==> src/rtl/mcd_pkg.sv <==
package mcd_pkg;

    localparam int XLEN = 32;

    typedef enum logic [2:0] {
        ALU_AND = 3'b000,
        ALU_OR  = 3'b001,
        ALU_ADD = 3'b010,
        ALU_SUB = 3'b110,
        ALU_SLT = 3'b111
    } alu_op_e;

    typedef enum logic [1:0] {
        OPB_REG  = 2'b00,
        OPB_FOUR = 2'b01,
        OPB_IMM  = 2'b10,
        OPB_IMM4 = 2'b11
    } opb_sel_e;

    typedef enum logic [1:0] {
        PCS_ALU  = 2'b00,
        PCS_OUT  = 2'b01,
        PCS_JUMP = 2'b10,
        PCS_RSVD = 2'b11
    } pc_sel_e;

    typedef struct packed {
        logic [XLEN-1:0] pc;
        logic [XLEN-1:0] ir;
        logic [XLEN-1:0] mdr;
        logic [XLEN-1:0] a;
        logic [XLEN-1:0] b;
        logic [XLEN-1:0] aluout;
    } dp_state_t;

endpackage

==> src/rtl/mcd_aluctl.sv <==
module mcd_aluctl
    import mcd_pkg::*;
(
    input  logic [1:0] mode,
    input  logic [5:0] funct,
    output alu_op_e    op
);
    always_comb begin
        op = ALU_ADD;
        unique case (mode)
            2'b00: op = ALU_ADD;
            2'b01: op = ALU_SUB;
            2'b10: begin
                unique case (funct)
                    6'd32:   op = ALU_ADD;
                    6'd34:   op = ALU_SUB;
                    6'd36:   op = ALU_AND;
                    6'd37:   op = ALU_OR;
                    6'd42:   op = ALU_SLT;
                    default: op = ALU_ADD;
                endcase
            end
            default: op = ALU_ADD;
        endcase
    end
endmodule

==> src/rtl/mcd_alu.sv <==
module mcd_alu
    import mcd_pkg::*;
#(
    parameter int W = XLEN
) (
    input  alu_op_e      op,
    input  logic [W-1:0] x,
    input  logic [W-1:0] y,
    output logic [W-1:0] res,
    output logic         is_zero
);
    always_comb begin
        unique case (op)
            ALU_AND: res = x & y;
            ALU_OR:  res = x | y;
            ALU_ADD: res = x + y;
            ALU_SUB: res = x - y;
            ALU_SLT: res = {{(W-1){1'b0}}, ($signed(x) < $signed(y))};
            default: res = '0;
        endcase
    end

    assign is_zero = (res == '0);
endmodule

==> src/rtl/mcd_regfile.sv <==
module mcd_regfile #(
    parameter int NREGS = 32,
    parameter int W     = 32,
    localparam int AW   = $clog2(NREGS)
) (
    input  logic          clk,
    input  logic          rst,
    input  logic          we,
    input  logic [AW-1:0] waddr,
    input  logic [W-1:0]  wdata,
    input  logic [AW-1:0] raddr_a,
    input  logic [AW-1:0] raddr_b,
    output logic [W-1:0]  rdata_a,
    output logic [W-1:0]  rdata_b
);
    logic [NREGS-1:0][W-1:0] word;

    for (genvar i = 0; i < NREGS; i++) begin : g_reg
        if (i == 0) begin : g_zero
            assign word[i] = '0;
        end else begin : g_store
            logic [W-1:0] val_q;
            logic [W-1:0] val_d;

            always_comb begin
                val_d = val_q;
                if (we && (waddr == AW'(i))) begin
                    val_d = wdata;
                end
            end

            always_ff @(posedge clk) begin
                if (rst) begin
                    val_q <= '0;
                end else begin
                    val_q <= val_d;
                end
            end

            assign word[i] = val_q;
        end
    end

    assign rdata_a = word[raddr_a];
    assign rdata_b = word[raddr_b];
endmodule

==> src/rtl/mc_datapath.sv <==
module mc_datapath
    import mcd_pkg::*;
#(
    parameter int NREGS = 32
) (
    input  logic            clk,
    input  logic            rst,
    input  logic [XLEN-1:0] mem_rdata,
    output logic [XLEN-1:0] mem_addr,
    output logic [XLEN-1:0] mem_wdata,
    input  logic            pc_wr,
    input  logic            pc_wr_cond,
    input  logic            ir_wr,
    input  logic            addr_sel,
    input  logic            rf_wr,
    input  logic            dst_sel,
    input  logic            wb_sel,
    input  logic            opa_sel,
    input  logic [1:0]      opb_sel,
    input  logic [1:0]      alu_mode,
    input  logic [1:0]      pc_sel,
    output logic [5:0]      opcode,
    output logic            zero
);
    localparam int AW = $clog2(NREGS);

    dp_state_t st_q;
    dp_state_t st_d;

    logic [XLEN-1:0] rd_a;
    logic [XLEN-1:0] rd_b;
    logic [XLEN-1:0] imm_ext;
    logic [XLEN-1:0] opa;
    logic [XLEN-1:0] opb;
    logic [XLEN-1:0] alu_y;
    logic [XLEN-1:0] wb_data;
    logic [XLEN-1:0] pc_src;
    logic [AW-1:0]   wr_idx;
    logic            pc_load;
    alu_op_e         alu_op;

    // Instruction field extraction
    assign imm_ext = {{(XLEN-16){st_q.ir[15]}}, st_q.ir[15:0]};
    assign wr_idx  = dst_sel ? AW'(st_q.ir[15:11]) : AW'(st_q.ir[20:16]);
    assign wb_data = wb_sel ? st_q.mdr : st_q.aluout;

    mcd_regfile #(
        .NREGS (NREGS),
        .W     (XLEN)
    ) u_rf (
        .clk     (clk),
        .rst     (rst),
        .we      (rf_wr),
        .waddr   (wr_idx),
        .wdata   (wb_data),
        .raddr_a (AW'(st_q.ir[25:21])),
        .raddr_b (AW'(st_q.ir[20:16])),
        .rdata_a (rd_a),
        .rdata_b (rd_b)
    );

    // Operand steering
    always_comb begin
        opa = opa_sel ? st_q.a : st_q.pc;
        unique case (opb_sel_e'(opb_sel))
            OPB_REG:  opb = st_q.b;
            OPB_FOUR: opb = XLEN'(4);
            OPB_IMM:  opb = imm_ext;
            OPB_IMM4: opb = {imm_ext[XLEN-3:0], 2'b00};
            default:  opb = st_q.b;
        endcase
    end

    mcd_aluctl u_ctl (
        .mode  (alu_mode),
        .funct (st_q.ir[5:0]),
        .op    (alu_op)
    );

    mcd_alu #(
        .W (XLEN)
    ) u_alu (
        .op      (alu_op),
        .x       (opa),
        .y       (opb),
        .res     (alu_y),
        .is_zero (zero)
    );

    // Program counter source
    always_comb begin
        unique case (pc_sel_e'(pc_sel))
            PCS_OUT:  pc_src = st_q.aluout;
            PCS_JUMP: pc_src = {st_q.pc[XLEN-1:XLEN-4], st_q.ir[25:0], 2'b00};
            default:  pc_src = alu_y;
        endcase
    end

    assign pc_load = pc_wr | (pc_wr_cond & zero);

    // Next state
    always_comb begin
        st_d        = st_q;
        st_d.a      = rd_a;
        st_d.b      = rd_b;
        st_d.mdr    = mem_rdata;
        st_d.aluout = alu_y;
        if (ir_wr) begin
            st_d.ir = mem_rdata;
        end
        if (pc_load) begin
            st_d.pc = pc_src;
        end
    end

    always_ff @(posedge clk) begin
        if (rst) begin
            st_q <= '0;
        end else begin
            st_q <= st_d;
        end
    end

    assign mem_addr  = addr_sel ? st_q.aluout : st_q.pc;
    assign mem_wdata = st_q.b;
    assign opcode    = st_q.ir[31:26];

    // Views for the bound checker
    logic [XLEN-1:0] chk_pc;
    logic [XLEN-1:0] chk_ir;
    logic [XLEN-1:0] chk_a;
    assign chk_pc = st_q.pc;
    assign chk_ir = st_q.ir;
    assign chk_a  = st_q.a;
endmodule

==> config.mk <==
export PLATFORM = sky130hd
export DESIGN_NAME = mc_datapath
export DESIGN_NICKNAME = d
export VERILOG_FILES = /design/src/rtl/mcd_pkg.sv /design/src/rtl/mcd_aluctl.sv /design/src/rtl/mcd_alu.sv /design/src/rtl/mcd_regfile.sv /design/src/rtl/mc_datapath.sv
export SDC_FILE = /design/constraint.sdc
export NUM_CORES = 2
export LEC_CHECK = 0
export BUFFER_PORTS_ARGS = -buffer_cell sky130_fd_sc_hd__buf_2
export CORE_MARGIN = 5
export CORE_UTILIZATION = 35
export DETAILED_ROUTE_END_ITERATION = 10
export PLACE_DENSITY = 0.48
export SLEW_MARGIN = 10
export SYNTH_ARGS = -nofsm -noshare
export SYNTH_HDL_FRONTEND = slang
export SYNTH_SLANG_ARGS = --single-unit
export TNS_END_PERCENT = 30
==> constraint.sdc <==
create_clock -name clk -period 8.25 [get_ports clk]
set_input_delay 0.4125 -clock clk [delete_from_list [all_inputs] [get_ports clk]]
set_output_delay 0.4125 -clock clk [all_outputs]
set_load 0.05 [all_outputs]
; After elaboration in Yosys (flattened, before gate mapping)
; Index checks and enable logic that the tools add are counted.
[word_totals]
register_bits = 1184
inputBits = 48
out_inout_bits = 71
wordCells = 142
[op_classes]
addsub = 2
order_cmp = 3
eq_ne = 46
n_mux = 13
n_bitwise = 5
n_reduce_logical = 35
[op_table]
columns = op, n
row1 = $bmux 32 s5, 2
row2 = $mux 32, 5
row3 = $pmux 32 s5, 1
row4 = $pmux 32 s4, 1
row5 = $eq 5x5->1 const B, 16
row6 = $pmux 32 s2, 1
row7 = $eq 5x4->1 const B, 8
row8 = $add 32x32->32, 1
row9 = $and 32x32->32, 1
row10 = $logic_not 32->1, 1
row11 = $lt 32x32->1, 1
row12 = $or 32x32->32, 1
row13 = $sub 32x32->32, 1
row14 = $logic_and 1x1->1, 31
row15 = $eq 6x6->1 const B, 4
row16 = $eq 5x3->1 const B, 4
row17 = $lt 5x6->1 const B, 2
row18 = $pmux 3 s4, 1
row19 = $eq 5x2->1 const B, 2
row20 = $eq 2x2->1 const B, 4
row21 = $eq 2x1->1 const B, 3
row22 = $eq 3x3->1 const B, 2
row23 = $pmux 3 s2, 1
row24 = $eq 5x1->1 const B, 1
row25 = other kinds (9), 9

; Depth between registers and ports, before layout
[logic_depth]
depth_word = 9
mapped_depth = 20
mapped_depth_nobuf = 16

; Modules after synthesis
; From an unflattened synthesis, not the netlist that was laid out.
[hier_totals]
cells_unflattened = 8204
hier_area_um2 = 65083.7
[modules_own_cells]
columns = module, instances, cells_per_inst, area_per_inst_um2, seq_area_each_um2
row1 = mcd_regfile, 1, 6580, 51309.2, 19859.0
row2 = mc_datapath, 1, 815, 8403.1, 3843.7
row3 = mcd_alu, 1, 794, 5252.5, 0.0
row4 = mcd_aluctl, 1, 15, 118.9, 0.0

; Least setup slack after synthesis
; Ideal clock, no wire load.
[synth_timing]
path_type = input to output
start = input opb_sel[1]
end = output zero
t_arrival_ps = 5144
t_required_ps = 7837
path_slack_ps = 2693
stages = 16
n_path_buf = 2
cell_sequence = clkbuf_1 -> clkbuf_1 -> mux2i_1 -> nor2_1 -> ha_1 -> fa_1 -> a211oi_1 -> o211ai_1 -> a31oi_1 -> nor2_1 -> a211o_1 -> a221oi_1 -> nor4bb_1 -> or4b_1 -> and4bb_4 -> and3_1
[synth_between]
elab_chain_cells = 5
elab_cells_between_ends = 12
cone_classes = 2 x add/sub / 1 x order compare / 3 x eq/ne / 2 x mux / 2 x bitwise / 2 x reduce/logical
[synth_lines]
columns = item, line_no
row1 = start: declaration, mc_datapath.sv:19  ; input logic [1:0] opb_sel,
row2 = $eq 2x2->1 (tied with other cells), mc_datapath.sv:65  ; unique case (opb_sel_e'(opb_sel))
row3 = $pmux 32 s4 *, mc_datapath.sv:65
row4 = $sub 32x32->32 (tied with other cells), mcd_alu.sv:17  ; ALU_SUB: res = x - y;
row5 = $pmux 32 s5 *, mcd_alu.sv:13  ; unique case (op)
row6 = $logic_not 32->1 *, mcd_alu.sv:23  ; assign is_zero = (res == '0);
row7 = end: declaration, mc_datapath.sv:23  ; output logic zero
; Every way passes the cells marked *; elsewhere a longest branch is shown, timed or not.

; Worst setup path after layout
[layout_timing]
start = register st_q, in the netlist mem_wdata[0]
end = output zero
[layout_between]
elab_chain_cells = 4
elab_cells_between_ends = 8
cone_classes = 2 x add/sub / 1 x order compare / 2 x mux / 2 x bitwise / 1 x reduce/logical
[layout_lines]
columns = item, line_no
row1 = start: declaration, mc_datapath.sv:27  ; dp_state_t st_q;
row2 = start signal: assignment, mc_datapath.sv:120  ; st_q <= st_d;
row3 = $pmux 32 s4 *, mc_datapath.sv:65
row4 = $sub 32x32->32 (tied with other cells), mcd_alu.sv:17
row5 = $pmux 32 s5 *, mcd_alu.sv:13
row6 = $logic_not 32->1 *, mcd_alu.sv:23
; Marks and branches as above.

==> summary.txt <==
Most frequent cells after synthesis -> sky130_fd_sc_hd__nor2_1, sky130_fd_sc_hd__dfxtp_1, sky130_fd_sc_hd__a211oi_1
Core area -> 176000 um2
Post-synthesis instance area -> 61900 um2
Data required time at the worst endpoint -> 7.84 ns
Clock latency at the later pin of the worst-skew pair -> 0.78 ns
Cell type with the largest total area after synthesis -> sky130_fd_sc_hd__dfxtp_1
Fraction of the cycle the final worst path needs -> 82.3%
DR vias/cell -> 5.93
Post-Synthesis Net Count -> 6160
TritonCTS clock tree -> built
Worst max-slew margin expressed relative to the limit -> 10.4%
Number of buffers between clock root and the deepest sink -> 3
Sum of routed wire length over all layers -> 231000 um
Type of the worst min-delay path -> input port to register
DRC violations left -> 0
Maximum clock frequency -> 0.147 GHz
Share of the core filled with cells -> 39.2%
Clock input transition at the sequential cells of the worst setup and hold paths -> 0.06 ns
Tot Pwr -> 14.1 mW
Placed instance count -> 7865
Multiplexer fraction of the synthesized cell area -> 26.1%
Count of port buffers added during placement -> 118
Kind of cell with the highest combined delay on the critical path -> compound AO/OA/AOI/OAI gates
TritonCTS buffer count -> 139
Most common cell in the netlist -> sky130_fd_sc_hd__nor2_1
Root cell of the clock tree -> sky130_fd_sc_hd__clkbuf_16
Cell with the largest stage delay on the worst path -> sky130_fd_sc_hd__or4b_1
Synth unique cells -> 83
Post-Synth Adder-Cell Area -> 2.25%
Critical path startpoint -> mem_wdata[0]
Parity-gate share of the synthesized area counting xor and xnor cells -> 0.283%
Max Cap Viol -> 0
Total routing resource utilization after global routing -> 24.3%
Critical path buffers and inverters -> 2
Arrival @ worst endpoint -> 6.38 ns
Reg-to-Reg Start -> mem_wdata[0]
Static Leak -> 22.2 nW
Synth warn -> 0
Number of flops mapped to enable cells by yosys -> 0
# clock sinks -> 1184
Number of iterations in the first detailed-routing pass -> 6
Delay of the slowest cell on the worst path -> 0.63 ns
Synth Area per Inst -> 10.3 um2
Total of flip-flops plus latches after synthesis -> 1184
Worst Setup Slack, final -> 1.46 ns
Critical path endpoint category -> primary output
Global route overflow -> 0
Startpoint of the tightest hold check path -> rst
Main combinational cell family by area after synthesis -> multiplexers
Worst slew pin tran -> 1.32 ns
Starting Density -> 35.1%
Area share of and/or/nand/nor cells after synthesis -> 10.1%
Complex-gate fraction of the synthesized area -> 17.8%
DP HPWL -> 138000 um
Die X -> 431 um
Proportion of register bits with asynchronous set or reset after synthesis -> 0%
Routed wire per std cell -> 28.4 um
Post-Synthesis Cells -> 6002
FP Rows -> 154
Net count, final -> 5856
Final design area excluding fillers -> 69100 um2
Wire length of the first global-routing pass -> 337000 um
Post-Route Skew -> 0.0287 ns
Area share of the largest cell type after synthesis -> 38.3%
Final Instance Count excl. Fillers -> 8145
Crit path time final -> 6.79 ns
Detailed Route Iter0 Violations -> 4247
Total power per unit cell area -> 204 nW/um2
DIE AREA -> 185000 um2
Number of max-slew violations in the final report -> 0
Final setup violation count -> 0
Vias in the first global route -> 46705
Total number of vias -> 48328
Number of setup buffers added after CTS -> 0
Startpoint Class -> register
Post-detailed-placement cell area -> 64200 um2
Critical setup path kind -> register to primary output
Main flop type after synthesis -> sky130_fd_sc_hd__dfxtp_1
Proportion of layout cells with a drive suffix above 1 -> 20.9%
Unrepaired setup endpoints after global routing -> no
Status -> complete, no violations
Aggregate negative setup slack -> 0 ns
Maximum fanout encountered on the critical timing path -> 7
Remaining antenna violation count after routing -> 0
Largest net degree at the start of global routing -> 190
Peak supply drop -> 209 uV
Most area-consuming cells after synthesis -> sky130_fd_sc_hd__dfxtp_1, sky130_fd_sc_hd__mux4_2, sky130_fd_sc_hd__a211oi_1
Fraction of the yosys area taken by sequential cells -> 38.3%
Die extent in y -> 431 um
Final GP Congestion -> 0.925
Worst hold margin -> 0.106 ns
I/O pin count -> 119
# H-tree levels -> 4
Cells along the critical path -> mux2i_1 -> nor2_1 -> ha_1 -> inv_1 -> fa_1 -> nor2b_1 -> o2111ai_1 -> a31oi_1 -> a21boi_0 -> o211ai_1 -> a221oi_1 -> nand4_1 -> or4b_1 -> and4bb_4 -> and3_1 -> buf_2
Layout overhead on the synthesized area -> 11.7%
Final Hold Fails -> 0
Worst Setup Slack post-DPL -> 1.71 ns
Number of antenna violations at the first check in global routing -> 6
[report_power, final]
group	internal, mW	switching [mW]
Clock	3.75	2.56
Combinational	0.587	1.20
Sequential	5.82	0.150
Total	10.2	3.91
[worst register-to-register path, stage by stage, from the launching register on]
cell                        delay [ns]
sky130_fd_sc_hd__dfxtp_1          0.58
sky130_fd_sc_hd__mux2i_1          0.14
sky130_fd_sc_hd__nor2_1           0.22
sky130_fd_sc_hd__ha_1             0.22
sky130_fd_sc_hd__inv_1            0.07
sky130_fd_sc_hd__fa_1             0.46
sky130_fd_sc_hd__nor2b_1          0.17
sky130_fd_sc_hd__o2111ai_1        0.41
sky130_fd_sc_hd__a31oi_1          0.34
sky130_fd_sc_hd__a21boi_0         0.58
sky130_fd_sc_hd__o211ai_1         0.18
sky130_fd_sc_hd__a221oi_1         0.59
sky130_fd_sc_hd__nand4_1          0.16
sky130_fd_sc_hd__or4b_1           0.63
sky130_fd_sc_hd__and4bb_4         0.44
sky130_fd_sc_hd__a41oi_4          0.12
sky130_fd_sc_hd__buf_4            0.31
sky130_fd_sc_hd__mux2_1           0.46
[registers in the layout, indices dropped and copies added, names as in the netlist]
| signal | flops |
|---|---|
| chk_a | 32 |
| mem_wdata | 32 |
| chk_pc | 32 |
| u_rf.g.g_store.val_q | 992 |
| st_q | 64 |
| chk_ir | 32 |
[per-layer routing]
metal  vias to the layer above  share of wire, %  global-route usage, %
li1                      22004                 -                      -
met1                     24484                44                   32.9
met2                      1501                48                   40.3
met3                       335               5.1                   3.33
met4                         4               3.2                   7.46
met5                         -            0.0087                      0
[kinds of logic after synthesis]
group,after synthesis
compound gates,1481
xor+xnor,20
fa+ha+maj,110
buf+inv,811
flops,1184
mux,878
simple gates,1518
[layout by cell type (no fill, tap or decap), drive strengths merged, types with 25 or more instances in the layout]
cell type and count:
a21o 25, mux2 110, clkbuf 204, a21oi 85, nand2 90, ha 108, nor2b 55, inv 114
dfxtp 1184, a22o 66, buf 225, nor2 1226, a211o 37, nand2b 33, a211oi 1009, a221oi 44
o21ai 67, mux4 576, mux2i 192, dlygate4sd3 32
[area by class of cell]
type / instances / area, um2
inverter: 109 / 409
antenna: 2 / 5.00
timing repair buffer: 257 / 1880
multi-input combinational: 4007 / 35500
clock inverter: 42 / 529
clock buffer: 204 / 4090
fill: 17314 / 107000
sequential: 1184 / 23700
tap: 2340 / 2930
[final timing paths]
path                end  slack, ns  cells past startpoint
max reg2reg   chk_pc[1]       2.07                     17
min reg2reg  chk_ir[30]       0.49                      2
max                zero       1.46                     16
min           st_q[104]       0.11                      2
[what timing repair did]
| item | in CTS | in global routing |
|---|---|---|
| gates resized for setup | 0 | 0 |
| hold buffers | 32 | 0 |
| hold endpoints to repair | 62 | 0 |
Note: power is estimated with default switching activity, not from simulation.
